--- src/rtl/opnd_ea_pkg.sv ---
package opnd_ea_pkg;

   typedef enum logic [2:0] {
      EA_REG       = 3'd0,
      EA_INDEXED   = 3'd1,
      EA_SYMBOLIC  = 3'd2,
      EA_ABSOLUTE  = 3'd3,
      EA_INDIRECT  = 3'd4,
      EA_AUTOINC   = 3'd5,
      EA_IMMEDIATE = 3'd6,
      EA_ILLEGAL   = 3'd7
   } ea_mode_e;

   typedef enum logic [1:0] {
      KIND_REG  = 2'd0,
      KIND_MEM  = 2'd1,
      KIND_IMM  = 2'd2,
      KIND_NONE = 2'd3
   } ea_kind_e;

endpackage

--- src/rtl/opnd_ea_decode.sv ---
module opnd_ea_decode
   import opnd_ea_pkg::*;
#(
   parameter int REG_W   = 4,
   parameter int PC_IDX  = 0,
   parameter int ABS_IDX = 2
) (
   input  logic             dst,
   input  logic [1:0]       mode_field,
   input  logic [REG_W-1:0] rn,
   output ea_mode_e         mode
);

   logic is_pc;
   logic is_abs;

   assign is_pc  = (rn == REG_W'(PC_IDX));
   assign is_abs = (rn == REG_W'(ABS_IDX));

   always_comb begin
      unique case (mode_field)
         2'b00:   mode = EA_REG;
         2'b01: begin
            if (is_pc)       mode = EA_SYMBOLIC;
            else if (is_abs) mode = EA_ABSOLUTE;
            else             mode = EA_INDEXED;
         end
         2'b10:   mode = dst ? EA_ILLEGAL : EA_INDIRECT;
         default: mode = dst ? EA_ILLEGAL : (is_pc ? EA_IMMEDIATE : EA_AUTOINC);
      endcase
   end

endmodule

--- src/rtl/opnd_ea_addr.sv ---
module opnd_ea_addr
   import opnd_ea_pkg::*;
#(
   parameter int DATA_W      = 16,
   parameter bit SHARE_ADDER = 1'b1
) (
   input  ea_mode_e          mode,
   input  logic [DATA_W-1:0] ext,
   input  logic [DATA_W-1:0] pc,
   input  logic [DATA_W-1:0] base,
   output ea_kind_e          kind,
   output logic [DATA_W-1:0] addr,
   output logic [DATA_W-1:0] imm
);

   logic [DATA_W-1:0] offset_sum;

   generate
      if (SHARE_ADDER) begin : g_shared
         logic [DATA_W-1:0] add_a;
         assign add_a      = (mode == EA_SYMBOLIC) ? pc : base;
         assign offset_sum = add_a + ext;
      end else begin : g_split
         logic [DATA_W-1:0] sum_idx;
         logic [DATA_W-1:0] sum_pcrel;
         assign sum_idx    = base + ext;
         assign sum_pcrel  = pc + ext;
         assign offset_sum = (mode == EA_SYMBOLIC) ? sum_pcrel : sum_idx;
      end
   endgenerate

   always_comb begin
      kind = KIND_MEM;
      addr = '0;
      imm  = '0;
      unique case (mode)
         EA_REG:       kind = KIND_REG;
         EA_INDEXED,
         EA_SYMBOLIC:  addr = offset_sum;
         EA_ABSOLUTE:  addr = ext;
         EA_INDIRECT,
         EA_AUTOINC:   addr = base;
         EA_IMMEDIATE: begin
            kind = KIND_IMM;
            imm  = ext;
         end
         default:      kind = KIND_NONE;
      endcase
   end

endmodule

--- src/rtl/opnd_ea_step.sv ---
module opnd_ea_step
   import opnd_ea_pkg::*;
#(
   parameter int DATA_W = 16,
   parameter int REG_W  = 4,
   parameter int SP_IDX = 1,
   parameter int PC_IDX = 0
) (
   input  ea_mode_e          mode,
   input  logic [REG_W-1:0]  rn,
   input  logic              byte_op,
   input  logic [DATA_W-1:0] base,
   output logic              wb_en,
   output logic [REG_W-1:0]  wb_rn,
   output logic [DATA_W-1:0] wb_val
);

   localparam int WORD_STEP = DATA_W / 8;
   localparam int BYTE_STEP = 1;

   logic              keep_word;
   logic [DATA_W-1:0] step;

   assign keep_word = (rn == REG_W'(SP_IDX)) || (rn == REG_W'(PC_IDX));
   assign step      = (byte_op && !keep_word) ? DATA_W'(BYTE_STEP) : DATA_W'(WORD_STEP);

   always_comb begin
      wb_en  = (mode == EA_AUTOINC) || (mode == EA_IMMEDIATE);
      wb_rn  = wb_en ? rn : '0;
      wb_val = wb_en ? (base + step) : '0;
   end

endmodule

--- src/rtl/opnd_ea_gen.sv ---
module opnd_ea_gen
   import opnd_ea_pkg::*;
#(
   parameter int DATA_W      = 16,
   parameter int REG_CNT     = 16,
   parameter int PC_IDX      = 0,
   parameter int SP_IDX      = 1,
   parameter int ABS_IDX     = 2,
   parameter bit SHARE_ADDER = 1'b1,
   localparam int REG_W      = $clog2(REG_CNT)
) (
   input  logic              clk,
   input  logic              rst_n,
   input  logic              req_valid,
   input  logic              req_dst,
   input  logic [1:0]        req_mode,
   input  logic [REG_W-1:0]  req_reg,
   input  logic              req_byte,
   input  logic [DATA_W-1:0] req_ext,
   input  logic [DATA_W-1:0] req_pc,
   input  logic [DATA_W-1:0] req_regval,
   output logic              ea_valid,
   output logic [1:0]        ea_kind,
   output logic [REG_W-1:0]  ea_reg,
   output logic [DATA_W-1:0] ea_addr,
   output logic [DATA_W-1:0] ea_imm,
   output logic              ea_illegal,
   output logic              wb_valid,
   output logic [REG_W-1:0]  wb_reg,
   output logic [DATA_W-1:0] wb_data
);

   localparam int WORD_STEP = DATA_W / 8;

   generate
      if (DATA_W < 8 || (DATA_W % 8) != 0) begin : g_bad_width
         $error("opnd_ea_gen: DATA_W must be a non-zero multiple of 8");
      end
      if (REG_CNT < 4) begin : g_bad_regs
         $error("opnd_ea_gen: REG_CNT must be at least 4");
      end
      if (PC_IDX >= REG_CNT || SP_IDX >= REG_CNT || ABS_IDX >= REG_CNT) begin : g_bad_idx
         $error("opnd_ea_gen: special register index out of range");
      end
      if (PC_IDX == SP_IDX || PC_IDX == ABS_IDX || SP_IDX == ABS_IDX) begin : g_dup_idx
         $error("opnd_ea_gen: special register indices must differ");
      end
   endgenerate

   ea_mode_e          mode;
   ea_kind_e          kind_c;
   logic [DATA_W-1:0] base;
   logic [DATA_W-1:0] addr_c;
   logic [DATA_W-1:0] imm_c;
   logic              wb_en_c;
   logic [REG_W-1:0]  wb_rn_c;
   logic [DATA_W-1:0] wb_val_c;

   assign base = (req_reg == REG_W'(PC_IDX)) ? req_pc : req_regval;

   opnd_ea_decode #(
      .REG_W   (REG_W),
      .PC_IDX  (PC_IDX),
      .ABS_IDX (ABS_IDX)
   ) u_decode (
      .dst        (req_dst),
      .mode_field (req_mode),
      .rn         (req_reg),
      .mode       (mode)
   );

   opnd_ea_addr #(
      .DATA_W      (DATA_W),
      .SHARE_ADDER (SHARE_ADDER)
   ) u_addr (
      .mode (mode),
      .ext  (req_ext),
      .pc   (req_pc),
      .base (base),
      .kind (kind_c),
      .addr (addr_c),
      .imm  (imm_c)
   );

   opnd_ea_step #(
      .DATA_W (DATA_W),
      .REG_W  (REG_W),
      .SP_IDX (SP_IDX),
      .PC_IDX (PC_IDX)
   ) u_step (
      .mode    (mode),
      .rn      (req_reg),
      .byte_op (req_byte),
      .base    (base),
      .wb_en   (wb_en_c),
      .wb_rn   (wb_rn_c),
      .wb_val  (wb_val_c)
   );

   always_ff @(posedge clk) begin
      if (!rst_n || !req_valid) begin
         ea_valid   <= 1'b0;
         ea_kind    <= 2'd0;
         ea_reg     <= '0;
         ea_addr    <= '0;
         ea_imm     <= '0;
         ea_illegal <= 1'b0;
         wb_valid   <= 1'b0;
         wb_reg     <= '0;
         wb_data    <= '0;
      end else begin
         ea_valid   <= 1'b1;
         ea_kind    <= kind_c;
         ea_reg     <= (kind_c == KIND_REG) ? req_reg : '0;
         ea_addr    <= addr_c;
         ea_imm     <= imm_c;
         ea_illegal <= (kind_c == KIND_NONE);
         wb_valid   <= wb_en_c;
         wb_reg     <= wb_rn_c;
         wb_data    <= wb_val_c;
      end
   end

   AST_STROBE_FOLLOWS_REQ: assert property (@(posedge clk) disable iff (!rst_n)
      req_valid |=> ea_valid) else $error("strobe missing");
   AST_STROBE_ONE_CYCLE: assert property (@(posedge clk) disable iff (!rst_n)
      !req_valid |=> !ea_valid) else $error("strobe without request");
   AST_WB_IN_STROBE: assert property (@(posedge clk) disable iff (!rst_n)
      wb_valid |-> ea_valid) else $error("write-back outside strobe");
   AST_DST_ILLEGAL: assert property (@(posedge clk) disable iff (!rst_n)
      (req_valid && req_dst && req_mode[1]) |=> (ea_illegal && !wb_valid))
      else $error("illegal destination not flagged");
   AST_IMM_PC_WB: assert property (@(posedge clk) disable iff (!rst_n)
      (ea_valid && ea_kind == 2'd2) |-> (wb_valid && wb_reg == REG_W'(PC_IDX)))
      else $error("immediate without pc write-back");
   AST_SP_STEP_WORD: assert property (@(posedge clk) disable iff (!rst_n)
      (wb_valid && wb_reg == REG_W'(SP_IDX)) |->
         (DATA_W'(wb_data - $past(req_regval)) == DATA_W'(WORD_STEP)))
      else $error("stack pointer step wrong");

endmodule

--- config.mk ---
export PLATFORM = sky130hd
export DESIGN_NAME = opnd_ea_gen
export DESIGN_NICKNAME = d
export VERILOG_FILES = /design/src/rtl/opnd_ea_pkg.sv /design/src/rtl/opnd_ea_decode.sv /design/src/rtl/opnd_ea_addr.sv /design/src/rtl/opnd_ea_step.sv /design/src/rtl/opnd_ea_gen.sv
export SDC_FILE = /design/constraint.sdc
export NUM_CORES = 1
export LEC_CHECK = 0
export BUFFER_PORTS_ARGS = -buffer_cell sky130_fd_sc_hd__buf_2
export CELL_PAD_IN_SITES_DETAIL_PLACEMENT = 0
export CELL_PAD_IN_SITES_GLOBAL_PLACEMENT = 1
export CORE_UTILIZATION = 32
export DETAILED_ROUTE_END_ITERATION = 6
export PLACE_DENSITY = 0.82
export SLEW_MARGIN = 5
export SYNTH_ARGS = -nofsm -noshare
export SYNTH_HDL_FRONTEND = slang
export SYNTH_SLANG_ARGS = --single-unit
--- constraint.sdc ---
create_clock -name clk -period 2.85 [get_ports clk]
set_input_delay 0.1425 -clock clk [delete_from_list [all_inputs] [get_ports clk]]
set_output_delay 0.1425 -clock clk [all_outputs]
set_load 0.005 [all_outputs]
**Word-level counts from Yosys, hierarchy flattened**

Cells that the tools add are included.

- Logic and storage cells: 54
- Bits in registers: 61
- Output and inout port bits: 61
- Latch bits: 0
- Memory bits (read-only): 0
- Memories kept: 0
- Input bits: 59
- RAM bits: 0

- Equal/unequal tests: 11
- Mux-type cells: 12
- Add/subtract/negate cells: 2
- Multipliers: 0
- Shifts and indexed selects: 0
- Order comparisons: 0
- Divide/modulo/power cells: 0
- Reductions and logical operators: 17
- Bitwise logic cells: 3

Operator list:

| operator | number |
|---|---|
| $pmux 16 s3 | 1 |
| $add 16x16->16 | 2 |
| $mux 16 | 2 |
| $reduce_or 2->1 | 5 |
| $eq 3x3->1 const B | 3 |
| $pmux 3 s3 | 1 |
| $mux 2 | 4 |
| $eq 3x2->1 const B | 2 |
| $mux 3 | 2 |
| $pmux 2 s3 | 1 |
| $reduce_or 5->1 | 1 |
| $eq 2x2->1 const B | 2 |
| $eq 4x1->1 const B | 1 |
| $eq 4x2->1 const B | 1 |
| $logic_not 2->1 | 2 |
| $logic_not 4->1 | 1 |
| $eq 3x1->1 const B | 1 |
| $logic_not 1->1 | 3 |
| $logic_not 3->1 | 1 |
| $logic_or 1x1->1 | 3 |
| $not 1->1 | 3 |
| $eq 2x1->1 const B | 1 |
| $logic_and 1x1->1 | 1 |
| $mux 1 | 1 |

**Logic depth before layout (Yosys ltp)**

Gate-level depths: netlist (run 1).

- Depth in word-level cells: 10
- Mapped depth: 13
- Gate-level depth less buffers: 11

**By module**

Synthesis (run 1) repeated with hierarchy kept, for this count alone.

- Cell total of the unflattened synthesis: 444
- Area total of the unflattened synthesis: 3,856.2 um^2

By module, submodules not included:

| module | cells an instance | times used | area each (um^2) | seq. area each (um^2) |
|---|---|---|---|---|
| opnd_ea_gen | 153 | 1 | 1,865.5 | 1,221.2 |
| opnd_ea_addr | 210 | 1 | 1,481.4 | 0.0 |
| opnd_ea_step | 74 | 1 | 465.4 | 0.0 |
| opnd_ea_decode | 7 | 1 | 43.8 | 0.0 |

**Least setup slack after synthesis (run 1)**

No wires, ideal clock.

- Path type: input to register
- From: input req_reg[0]
- To: register ea_addr[15]
- Required time: 2.788 ns
- Path buffers: 3
- Slack: -0.057 ns
- Arrival: 2.845 ns
- Setup time: 0.062 ns
- Cell stages on the path: 12
- Cell sequence: or4_1 > buf_2 > buf_6 > buf_6 > mux2_2 > ha_1 > a21o_1 > nand4_1 > a31oi_1 > o21ai_0 > or4_1 > nand3_1

- Cells in the longest elaborated chain, start to end: 8
- Elaborated cells between the ends (all ways): 18
- Classes of those cells: add/sub (1); eq/ne (6); mux (8); reduce/logical (3)

RTL lines:

| element | line | RTL |
|---|---|---|
| start, declared | opnd_ea_gen.sv:17 | `input logic [REG_W-1:0] req_reg,` |
| $eq 4x2->1 or $logic_not 4->1 (tied branches) | opnd_ea_decode.sv:18, opnd_ea_decode.sv:17, opnd_ea_gen.sv:59 |  |
| $mux 2, on equally long branches | opnd_ea_decode.sv:25, opnd_ea_decode.sv:29 |  |
| $mux 3, on equally long branches | opnd_ea_decode.sv:24, opnd_ea_decode.sv:29 |  |
| $pmux 3 s3 | opnd_ea_decode.sv:21 | `unique case (mode_field)` |
| $eq 3x2->1 | opnd_ea_addr.sv:21, opnd_ea_addr.sv:36 |  |
| $mux 16 | opnd_ea_addr.sv:21 | `assign add_a = (mode == EA_SYMBOLIC) ? pc : base;` |
| $add 16x16->16 | opnd_ea_addr.sv:22 | `assign offset_sum = add_a + ext;` |
| $pmux 16 s3 * | opnd_ea_addr.sv:36 | `unique case (mode)` |
| end signal, assigned | opnd_ea_gen.sv:115 | `ea_addr <= addr_c;` |
| end, declared | opnd_ea_gen.sv:25 | `output logic [DATA_W-1:0] ea_addr,` |

Mark *: on every way between the ends. The rest lies on a longest branch, timed or not.
A chain may end at the register's enable or synchronous reset.

**Worst setup path after layout (run 1)**

- From: input req_reg[0]
- To: register ea_addr[14]

The elaborated chain is that of the path after synthesis.

==> results.py, run 1 <==
metrics = {
    "timing": {
        "final.period_utilization_pct": 93.0,
        "hold_viol": 0,
        "setup_slack_ps": 201,
        "setup_violations": 0,
        "whs_ps": 51.8,
        "setup-tns-final_ps": 0,
        "slew-limit-headroom_pct": 17.8,
        "period_needed_ps": 2650,
        "fmax_ghz": 0.377,
        "rsz0062_at_grt": "false",
        "slew_violations": 0,
        "tightest_slew_ps": 1230,
    },
    "setup_path": {
        "path_cells": "buf_2 > or4_1 > buf_4 > mux2_2 > ha_1 > inv_1 > fa_2 > nor2b_1 > o2111ai_2 > nand3_1 > a211oi_1 > or4_1 > nand3_1",
        "worst_path_max_delay_cell": "or4_1",
        "required_ps": 3160,
        "path_max_fanout": 8,
        "startpoint_type": "input pin",
        "arrival_ps": 2960,
        "crit_type": "input pin to flop",
        "crit_buf_inv": 3,
        "max_stage_delay_ps": 550,
        "cp-end-kind": "flop",
        "startpoint": "req_reg[0]",
        "cp_top_family": "simple AND/OR/NAND/NOR gates",
    },
    "floorplan": {
        "dieArea_um2": 10500,
        "coreArea_um2": 9770,
        "rows": 36,
        "die_y_um": 102,
        "start_util_pct": 32.9,
        "io_pins": 120,
        "dieWidth_um": 102,
    },
    "grt": {
        "antenna_found_initial": 0,
        "grt-ovfl-total": 0,
        "grt_pass1_vias": 3120,
        "track_usage_pct": 20.0,
        "grt_max_degree": 22,
        "grt_pass1_wl_um": 15600,
    },
    "route": {
        "drtAntennaViolNets": 0,
        "vias": 3257,
        "wl_per_cell_um": 15.3,
        "drt_iter0_drc": 145,
        "drc": 0,
        "drtPass1Iterations": 5,
        "drt_wl_total_um": 10100,
        "viasPerCell": 4.95,
    },
    "synthesis": {
        "syn_inst": 359,
        "async_flop_share_pct": 0,
        "yosys_warnings": 0,
        "synthDistinctLibCells": 49,
        "yosys.area.top_type": "dfxtp_1",
        "synth.area.top_cells": "dfxtp_1 (38%), ha_1 (6.6%), and3_1 (4.9%)",
        "synthFlopType": "dfxtp_1",
        "syn_nets": 437,
        "netlist_area_um2": 3220,
        "ys_seq_elements": 61,
        "yosysSeqAreaShare_pct": 38.0,
        "synth-edff-count": 0,
        "synth.avg_cell_area_um2": 8.96,
        "synth_top_cell_area_share_pct": 38.0,
    },
    "power_and_ir_drop": {
        "switching_share_pct": 28.8,
        "power_frac_seq_pct": 39.2,
        "ir_drop_v": 0.000255,
        "p_int_mw": 1.58,
        "p_switching_mw": 0.640,
        "p_leak_nw": 2.29,
        "p_per_area_nw_per_um2": 494,
        "combPwrFrac_pct": 20.7,
        "p_clk_share_pct": 40.1,
    },
    "worst_hold_path": {
        "hp-class": "input pin to flop",
        "hp-start": "req_ext[12]",
    },
    "cells_and_area": {
        "fin_nets": 598,
        "instances_no_fill": 658,
        "multi_input_area_um2": 1850,
        "fillers": 985,
        "reg_top3": "ea_addr x16, ea_imm x16, wb_data x16",
        "ff_latch_area_um2": 1220,
        "area_growth_pct": 39.9,
        "diodes": 0,
        "drive_gt1_share_pct": 37.5,
        "final_core_util_pct": 46.0,
    },
    "placed_design": {
        "pre_cts_ws_ps": -154,
        "numPortBuffers": 119,
        "gp_congestion": 0.863,
        "placed_cells": 642,
        "hpwl_um": 7820,
    },
    "cts": {
        "cts_made_buffers": 9,
        "cts_sinks": 61,
        "ctsHoldBuffers": 0,
        "htreeDepth": 3,
        "cts_tree": "yes",
        "postCtsResizedCells": 0,
        "cts-root-buf": "clkbuf_8",
        "clockBufferDepth": 2,
        "clk_pin_slew_ps": 80,
        "cts_setup_buffers": 0,
    },
    "run_status": {
        "outcome": "completed",
    },
    "flow_run": {
        "cap_violations": 0,
    },
}
## cells in the final DEF, fill, tap and decap left out, types with 10 or more instances in the layout
master	instances
a21oi_1	18
a22oi_1	10
and3_1	25
buf_2	119
buf_4	46
dfxtp_1	61
ha_1	17
inv_1	20
nand2_1	24
nand3_1	15
nor2_1	28
xnor2_1	11
## stage by stage
stage	power, mW	cell area (um2)
floorplan	1.14	3230
global placement	1.34	4280
detailed placement	1.34	4280
CTS	2.23	4500
global route	2.32	4500
finish	2.22	4500
## metal layers
metal,global-route usage [%],routed length [um],up-vias
li1,-,-,1624
met1,26.3,4680,1510
met5,0,0,-
met4,7.69,153,0
met2,31.9,4580,111
met3,4.58,667,12
## area by class of cell
| type | instances | area share [%] |
|---|---|---|
| Multi-Input combinational cell | 261 | 41.1 |
| Sequential cell | 61 | 27.1 |
| Timing Repair Buffer | 166 | 21.4 |
| Tap cell | 133 | 3.70 |
| Clock buffer | 9 | 2.75 |
| Clock inverter | 7 | 2.20 |
| Inverter | 21 | 1.75 |
## logic make-up after synthesis
logic type / share of synthesized area [%]
simple gates: 22.3
compound gates: 15.6
flops: 38.0
buf+inv: 4.98
xor+xnor: 5.45
fa+ha+maj: 7.86
mux: 5.88
## power groups by stage
| stage | Clock (mW) | Sequential (mW) | Combinational, mW |
|---|---|---|---|
| after floorplan | 0 | 0.893 | 0.251 |
| after detailed placement | 0 | 0.891 | 0.454 |
| after CTS | 0.899 | 0.871 | 0.458 |
| after global routing | 0.938 | 0.872 | 0.507 |
| after global placement | 0 | 0.891 | 0.450 |
| final | 0.891 | 0.871 | 0.460 |
## final timing paths
path              slack [ps]  depth (start not counted)     endpoint
setup / recovery         200                         13  ea_addr[14]
hold / removal            50                          2   ea_imm[12]
## synthesized netlist by cell type (3+ instances only)
| cell type | instances |
|---|---|
| a222oi_1 | 5 |
| or4_1 | 5 |
| nor3_1 | 9 |
| mux2_2 | 5 |
| mux2i_1 | 8 |
| nand2_1 | 24 |
| ha_1 | 17 |
| a21oi_1 | 18 |
| buf_2 | 5 |
| o22ai_1 | 5 |
| a31oi_1 | 4 |
| xnor2_1 | 11 |
| nor2_1 | 28 |
| clkbuf_1 | 9 |
| o21ai_0 | 8 |
| a22oi_1 | 10 |
| xor2_1 | 9 |
| inv_1 | 20 |
| and3_1 | 25 |
| dfxtp_1 | 61 |
| nand3_1 | 15 |
| and2_1 | 6 |
| o21a_1 | 5 |
| a21o_1 | 5 |
| o211ai_1 | 3 |
| nand4_1 | 9 |
(Power assumes the default switching activity.)
==> run 2: changes to the inputs <==
--- a/config.mk
+++ b/config.mk
@@ -9,6 +9,7 @@
 export CELL_PAD_IN_SITES_DETAIL_PLACEMENT = 0
 export CELL_PAD_IN_SITES_GLOBAL_PLACEMENT = 1
 export CORE_UTILIZATION = 32
+export CTS_BUF_LIST = sky130_fd_sc_hd__clkbuf_16
 export DETAILED_ROUTE_END_ITERATION = 6
 export PLACE_DENSITY = 0.82
 export SLEW_MARGIN = 5
==> run 2 against run 1 <==
Against the previous run:
- count of clock-buffer cells in the layout did not move
- global-route usage down 0.17 points
- critical endpoint is now ea_addr[15]
- utilization increased by 1.1 points
- critical path type unchanged
==> results.py, run 2 (same netlist as run 1, synthesis figures left out) <==
metrics = {
    "run_status": {
        "outcome": "completed",
    },
    "timing": {
        "rsz0062_at_grt": "false",
        "slew_violations": 0,
        "final.period_utilization_pct": 92.9,
        "setup_slack_ps": 203,
        "period_needed_ps": 2650,
        "hold_viol": 0,
        "setup-tns-final_ps": 0,
        "slew-limit-headroom_pct": 11.8,
        "setup_violations": 0,
        "fmax_ghz": 0.378,
        "tightest_slew_ps": 1320,
    },
    "flow_run": {
        "cap_violations": 0,
    },
    "placed_design": {
        "gp_congestion": 0.863,
        "pre_cts_ws_ps": -154,
        "hpwl_um": 7820,
        "placed_cells": 642,
        "numPortBuffers": 119,
    },
    "route": {
        "drc": 0,
        "wl_per_cell_um": 15.3,
        "drt_wl_total_um": 10000,
        "drtPass1Iterations": 5,
        "vias": 3300,
        "drtAntennaViolNets": 0,
        "drt_iter0_drc": 154,
        "viasPerCell": 5.02,
    },
    "power_and_ir_drop": {
        "p_per_area_nw_per_um2": 545,
        "p_total_mw": 2.51,
        "p_clk_share_pct": 46.8,
        "power_frac_seq_pct": 34.8,
        "p_leak_nw": 2.34,
        "switching_share_pct": 26.0,
        "combPwrFrac_pct": 18.5,
        "p_int_mw": 1.86,
        "ir_drop_v": 0.000398,
        "p_switching_mw": 0.653,
    },
    "cts": {
        "cts-root-buf": "clkbuf_16",
        "cts_tree": "yes",
        "cts_sinks": 61,
        "cts_made_buffers": 9,
        "cts_setup_buffers": 0,
        "htreeDepth": 3,
        "clockBufferDepth": 2,
        "clk_pin_slew_ps": 60,
    },
    "grt": {
        "grt_max_degree": 22,
        "grt-ovfl-total": 0,
        "grt_pass1_wl_um": 15600,
        "antenna_found_initial": 0,
        "grt_pass1_vias": 3150,
        "track_usage_pct": 19.8,
    },
    "floorplan": {
        "dieArea_um2": 10500,
        "start_util_pct": 32.9,
        "dieWidth_um": 102,
        "die_y_um": 102,
        "io_pins": 120,
        "rows": 36,
        "coreArea_um2": 9770,
    },
    "cells_and_area": {
        "drive_gt1_share_pct": 37.9,
        "diodes": 0,
        "instances_no_fill": 658,
        "layout_commonest_cell": "buf_2",
        "fin_nets": 598,
        "reg_top3": "ea_addr x16, ea_imm x16, wb_data x16",
        "final_core_util_pct": 47.1,
        "area_growth_pct": 43.3,
        "final_cell_mix": "buf_2 (119), dfxtp_1 (61), buf_4 (46)",
        "fillers": 978,
    },
    "setup_path": {
        "required_ps": 3120,
        "crit_type": "input pin to flop",
        "arrival_ps": 2910,
        "cp-end-kind": "flop",
        "path_max_fanout": 8,
        "startpoint_type": "input pin",
    },
    "worst_hold_path": {
        "hp-class": "input pin to flop",
    },
}
## run 2: cell counts in the layout (fill, tap and decap cells not counted)
Identical to the previous run, type by type.
## run 2: path summary, 6_finish.rpt
check	from	endpoint	slack [ps]	cells past startpoint
worst min-delay path	req_ext[5]	ea_imm[5]	90	2
worst max-delay path	req_reg[0]	ea_addr[15]	200	13
## run 2: cell type report
class	instances	area, um2	area share (%)
inverters	21	78.8	1.71
clock inverters	7	98.8	2.14
clock buffers	9	225	4.89
well taps	133	166	3.61
flip-flops and latches	61	1220	26.5
repair buffers	166	961	20.9
multi-input cells	261	1860	40.3
## run 2: what timing repair did
| item | in CTS | in global routing |
|---|---|---|
| hold buffers | 0 | 0 |
| gates resized for setup | 0 | 2 |
| endpoints found under the setup margin | 0 | 1 |
| hold endpoints to repair | 0 | 0 |
## run 2: critical path: stages
cell,delay [ps]
buf_2,100
or4_1,550
buf_4,200
buf_4,150
nand2_1,60
nand2_1,100
ha_1,360
a21oi_1,110
o21ai_0,250
a211o_1,180
o21ai_1,90
or4_1,510
nand3_1,100
## run 2: routing by layer
layer | wire length, um | vias up | track usage (%)
li1 | - | 1633 | -
met1 | 4790 | 1539 | 26.4
met2 | 4540 | 114 | 31.4
met3 | 534 | 14 | 4.31
met4 | 182 | 0 | 7.47
met5 | 0 | - | 0
## run 2: through the flow
step           hold slack, ps  cell area [um2]
4_1_cts                  83.7             4600
3_3_place_gp              412             4280
6_report                 86.7             4610
5_1_grt                  84.4             4610
2_1_floorplan             264             3230
3_5_place_dp              417             4280
## run 2: power groups by stage
stage	clock, mW	combinational [mW]	sequential [mW]
after floorplan	0	0.251	0.893
after global placement	0	0.450	0.891
after detailed placement	0	0.454	0.891
after CTS	1.19	0.459	0.873
after global routing	1.24	0.510	0.873
final	1.17	0.464	0.873
==> run 3: changes to the inputs <==
--- a/config.mk
+++ b/config.mk
@@ -5,13 +5,14 @@
 export SDC_FILE = /design/constraint.sdc
 export NUM_CORES = 1
 export LEC_CHECK = 0
+export ABC_AREA = 1
 export BUFFER_PORTS_ARGS = -buffer_cell sky130_fd_sc_hd__buf_2
 export CELL_PAD_IN_SITES_DETAIL_PLACEMENT = 0
 export CELL_PAD_IN_SITES_GLOBAL_PLACEMENT = 1
 export CORE_UTILIZATION = 32
 export CTS_BUF_LIST = sky130_fd_sc_hd__clkbuf_16
 export DETAILED_ROUTE_END_ITERATION = 6
-export PLACE_DENSITY = 0.82
+export PLACE_DENSITY = 0.84
 export SLEW_MARGIN = 5
 export SYNTH_ARGS = -nofsm -noshare
 export SYNTH_HDL_FRONTEND = slang
==> run 3 against run 2 <==
Against the previous run:
- critical path depth up 5
- via count up 24%
- global-route usage rose by 0.22 points
- sequential power up 0.5%
- cell count increased by 34%
- clock power is 3% higher
- critical path type unchanged
- first-iteration DRC count increased by 55%
- worst setup slack better by 420 ps
- largest power group unchanged
- count of clock-buffer cells in the layout did not move
- sequential share of layout area fell by 2.0 points
- area after synthesis increased by 22%
- highest routed layer unchanged
- synthesized cell count increased by 69%
==> results.py, run 3 <==
metrics = {
    "route": {
        "drtPass1Iterations": 5,
        "drt_wl_total_um": 12100,
        "drt_iter0_drc": 239,
        "viasPerCell": 4.61,
        "drc": 0,
        "drtAntennaViolNets": 0,
        "vias": 4078,
        "wl_per_cell_um": 13.7,
    },
    "setup_path": {
        "startpoint_type": "input pin",
        "worst_path_max_delay_cell": "fa_1",
        "crit_type": "input pin to flop",
        "required_ps": 3080,
        "cp-end-kind": "flop",
        "path_cells": "buf_2 > nor2_4 > nand2_4 > inv_1 > nand2_1 > nand2_1 > ha_1 > inv_1 > fa_1 > inv_1 > nand3_1 > nand3_1 > nand2_1 > nand2_1 > xnor2_1 > nor2_1 > nor2_1 > nor2_1",
        "arrival_ps": 2460,
        "max_stage_delay_ps": 390,
        "path_max_fanout": 31,
        "crit_top_cell": "nand2_1",
    },
    "cells_and_area": {
        "final_cell_mix": "nand2_1 (173), buf_2 (119), inv_1 (102)",
        "reg_top3": "ea_addr x16, ea_imm x16, wb_data x16",
        "final_core_util_pct": 41.7,
        "drive_gt1_share_pct": 24.6,
        "layout_commonest_cell": "nand2_1",
        "diodes": 0,
        "area_growth_pct": 27.2,
        "fin_nets": 810,
    },
    "grt": {
        "track_usage_pct": 20.1,
        "grt_pass1_vias": 3790,
        "grt_max_degree": 32,
        "grt_pass1_wl_um": 19400,
        "grt-ovfl-total": 0,
        "antenna_found_initial": 0,
    },
    "timing": {
        "rsz0062_at_grt": "false",
        "setup_slack_ps": 625,
        "tightest_slew_ps": 534,
        "period_needed_ps": 2220,
        "final.period_utilization_pct": 78.1,
        "fmax_ghz": 0.450,
        "slew_violations": 0,
        "slew-limit-headroom_pct": 64.3,
        "hold_viol": 0,
        "setup_violations": 0,
        "whs_ps": 43.1,
        "setup-tns-final_ps": 0,
    },
    "synthesis": {
        "synthFlopType": "dfxtp_1",
        "synth.area.top_cells": "dfxtp_1 (31%), nand2_1 (17%), inv_1 (9.8%)",
        "muxShareOfSynthArea_pct": 0,
        "synth.avg_cell_area_um2": 6.46,
        "synthSimpleGateAreaFrac_pct": 39.7,
        "netlist_area_um2": 3920,
        "synthDistinctLibCells": 36,
        "ys_top_cells_by_count": "nand2_1 (173), inv_1 (102), nor2_1 (77)",
        "syn_inst": 607,
        "synth-edff-count": 0,
        "synth_fa_ha_area_share_pct": 6.45,
        "async_flop_share_pct": 0,
        "yosys_warnings": 0,
        "synth_most_common_cell": "nand2_1",
        "synth-compound-area-share_pct": 8.33,
        "synth_top_cell_area_share_pct": 31.1,
        "synthXorXnorAreaFrac_pct": 1.79,
        "yosys.area.top_type": "dfxtp_1",
        "yosysSeqAreaShare_pct": 31.1,
        "ys_seq_elements": 61,
        "synth_top_family_by_area": "simple AND/OR/NAND/NOR gates",
        "syn_nets": 685,
    },
    "cts": {
        "cts-root-buf": "clkbuf_16",
        "clk_pin_slew_ps": 60,
        "cts_tree": "yes",
        "clockBufferDepth": 2,
        "cts_sinks": 61,
        "ctsHoldBuffers": 0,
        "cts_made_buffers": 9,
        "htreeDepth": 3,
        "cts_setup_buffers": 0,
        "postCtsResizedCells": 0,
    },
    "power_and_ir_drop": {
        "p_leak_nw": 2.83,
        "p_per_area_nw_per_um2": 524,
        "ir_drop_v": 0.000447,
    },
    "floorplan": {
        "dieArea_um2": 12700,
        "die_y_um": 113,
        "coreArea_um2": 12000,
        "rows": 40,
        "io_pins": 120,
        "dieWidth_um": 113,
        "start_util_pct": 32.8,
    },
    "worst_hold_path": {
        "whs_path_depth": 3,
        "hold_end": "ea_imm[13]",
        "hp-class": "input pin to flop",
        "hp-start": "req_ext[13]",
    },
    "placed_design": {
        "gp_congestion": 0.916,
        "hpwl_um": 9750,
        "pre_cts_ws_ps": 291,
        "numPortBuffers": 119,
    },
    "flow_run": {
        "cap_violations": 0,
    },
    "run_status": {
        "outcome": "completed",
    },
}
run 3: cell count changes in the layout (fill, tap and decap cells not counted), sizes merged, moves of 8 or more:
cell and delta:
a22oi -10, nand2 +165, nand3 +34, mux2i -9, buf -39, and3 -25, inv +85, nor3 -8
nor2 +60
run 3: stage by stage:
step	total power [mW]	cell area (um2)	instances
after floorplan	1.25	3920	607
after global placement	1.42	4670	868
after detailed placement	1.42	4670	868
after CTS	2.63	4990	884
after global routing	2.75	4990	884
final	2.61	4990	884
run 3: per-layer routing:
| metal | track usage, % | share of wire [%] | vias up |
|---|---|---|---|
| li1 | - | - | 2121 |
| met1 | 26.4 | 47 | 1819 |
| met2 | 32.8 | 46 | 122 |
| met3 | 4.66 | 5.3 | 16 |
| met4 | 5.78 | 1.4 | 0 |
| met5 | 0 | 0 | - |
run 3: kinds of logic after synthesis:
logic type	after synthesis
AOI/OAI and AO/OA	53
xor gates and xnor gates	8
adders and majority gates	19
buffers and inverters	119
DFF	61
and+or+nand+nor	347
run 3: worst max path at each step:
stage | from | endpoint | slack, ps | depth (start not counted)
2_1_floorplan | req_reg[3] | ea_addr[8] | 730 | 18
3_3_place_gp | req_reg[3] | ea_addr[8] | 320 | 18
3_5_place_dp | req_reg[3] | ea_addr[8] | 290 | 18
4_1_cts | req_reg[3] | ea_addr[8] | 650 | 18
5_1_grt | req_reg[3] | ea_addr[8] | 400 | 18
6_report | req_reg[3] | ea_addr[8] | 630 | 18
run 3: worst max-delay path, delay by kind of cell:
family        cells  cell delay [ps]
xor+xnor          1              110
fa+ha+maj         2              620
simple gates     11             1130
buf+inv           4              420
run 3: final cells by class:
cell class / instances / area (um2)
clock buffer: 9 / 225
clock inverter: 7 / 97.6
fill: 1314 / 6970
inverter: 106 / 400
multi-input combinational: 427 / 2210
sequential: 61 / 1220
tap: 147 / 184
timing repair buffer: 127 / 656
run 3: power breakdown:
group	internal (mW)	switching [mW]	leakage (nW)	total, mW
Combinational	0.193	0.337	2.18	0.531
Clock	0.770	0.436	0.152	1.21
Sequential	0.872	0.00552	0.494	0.877
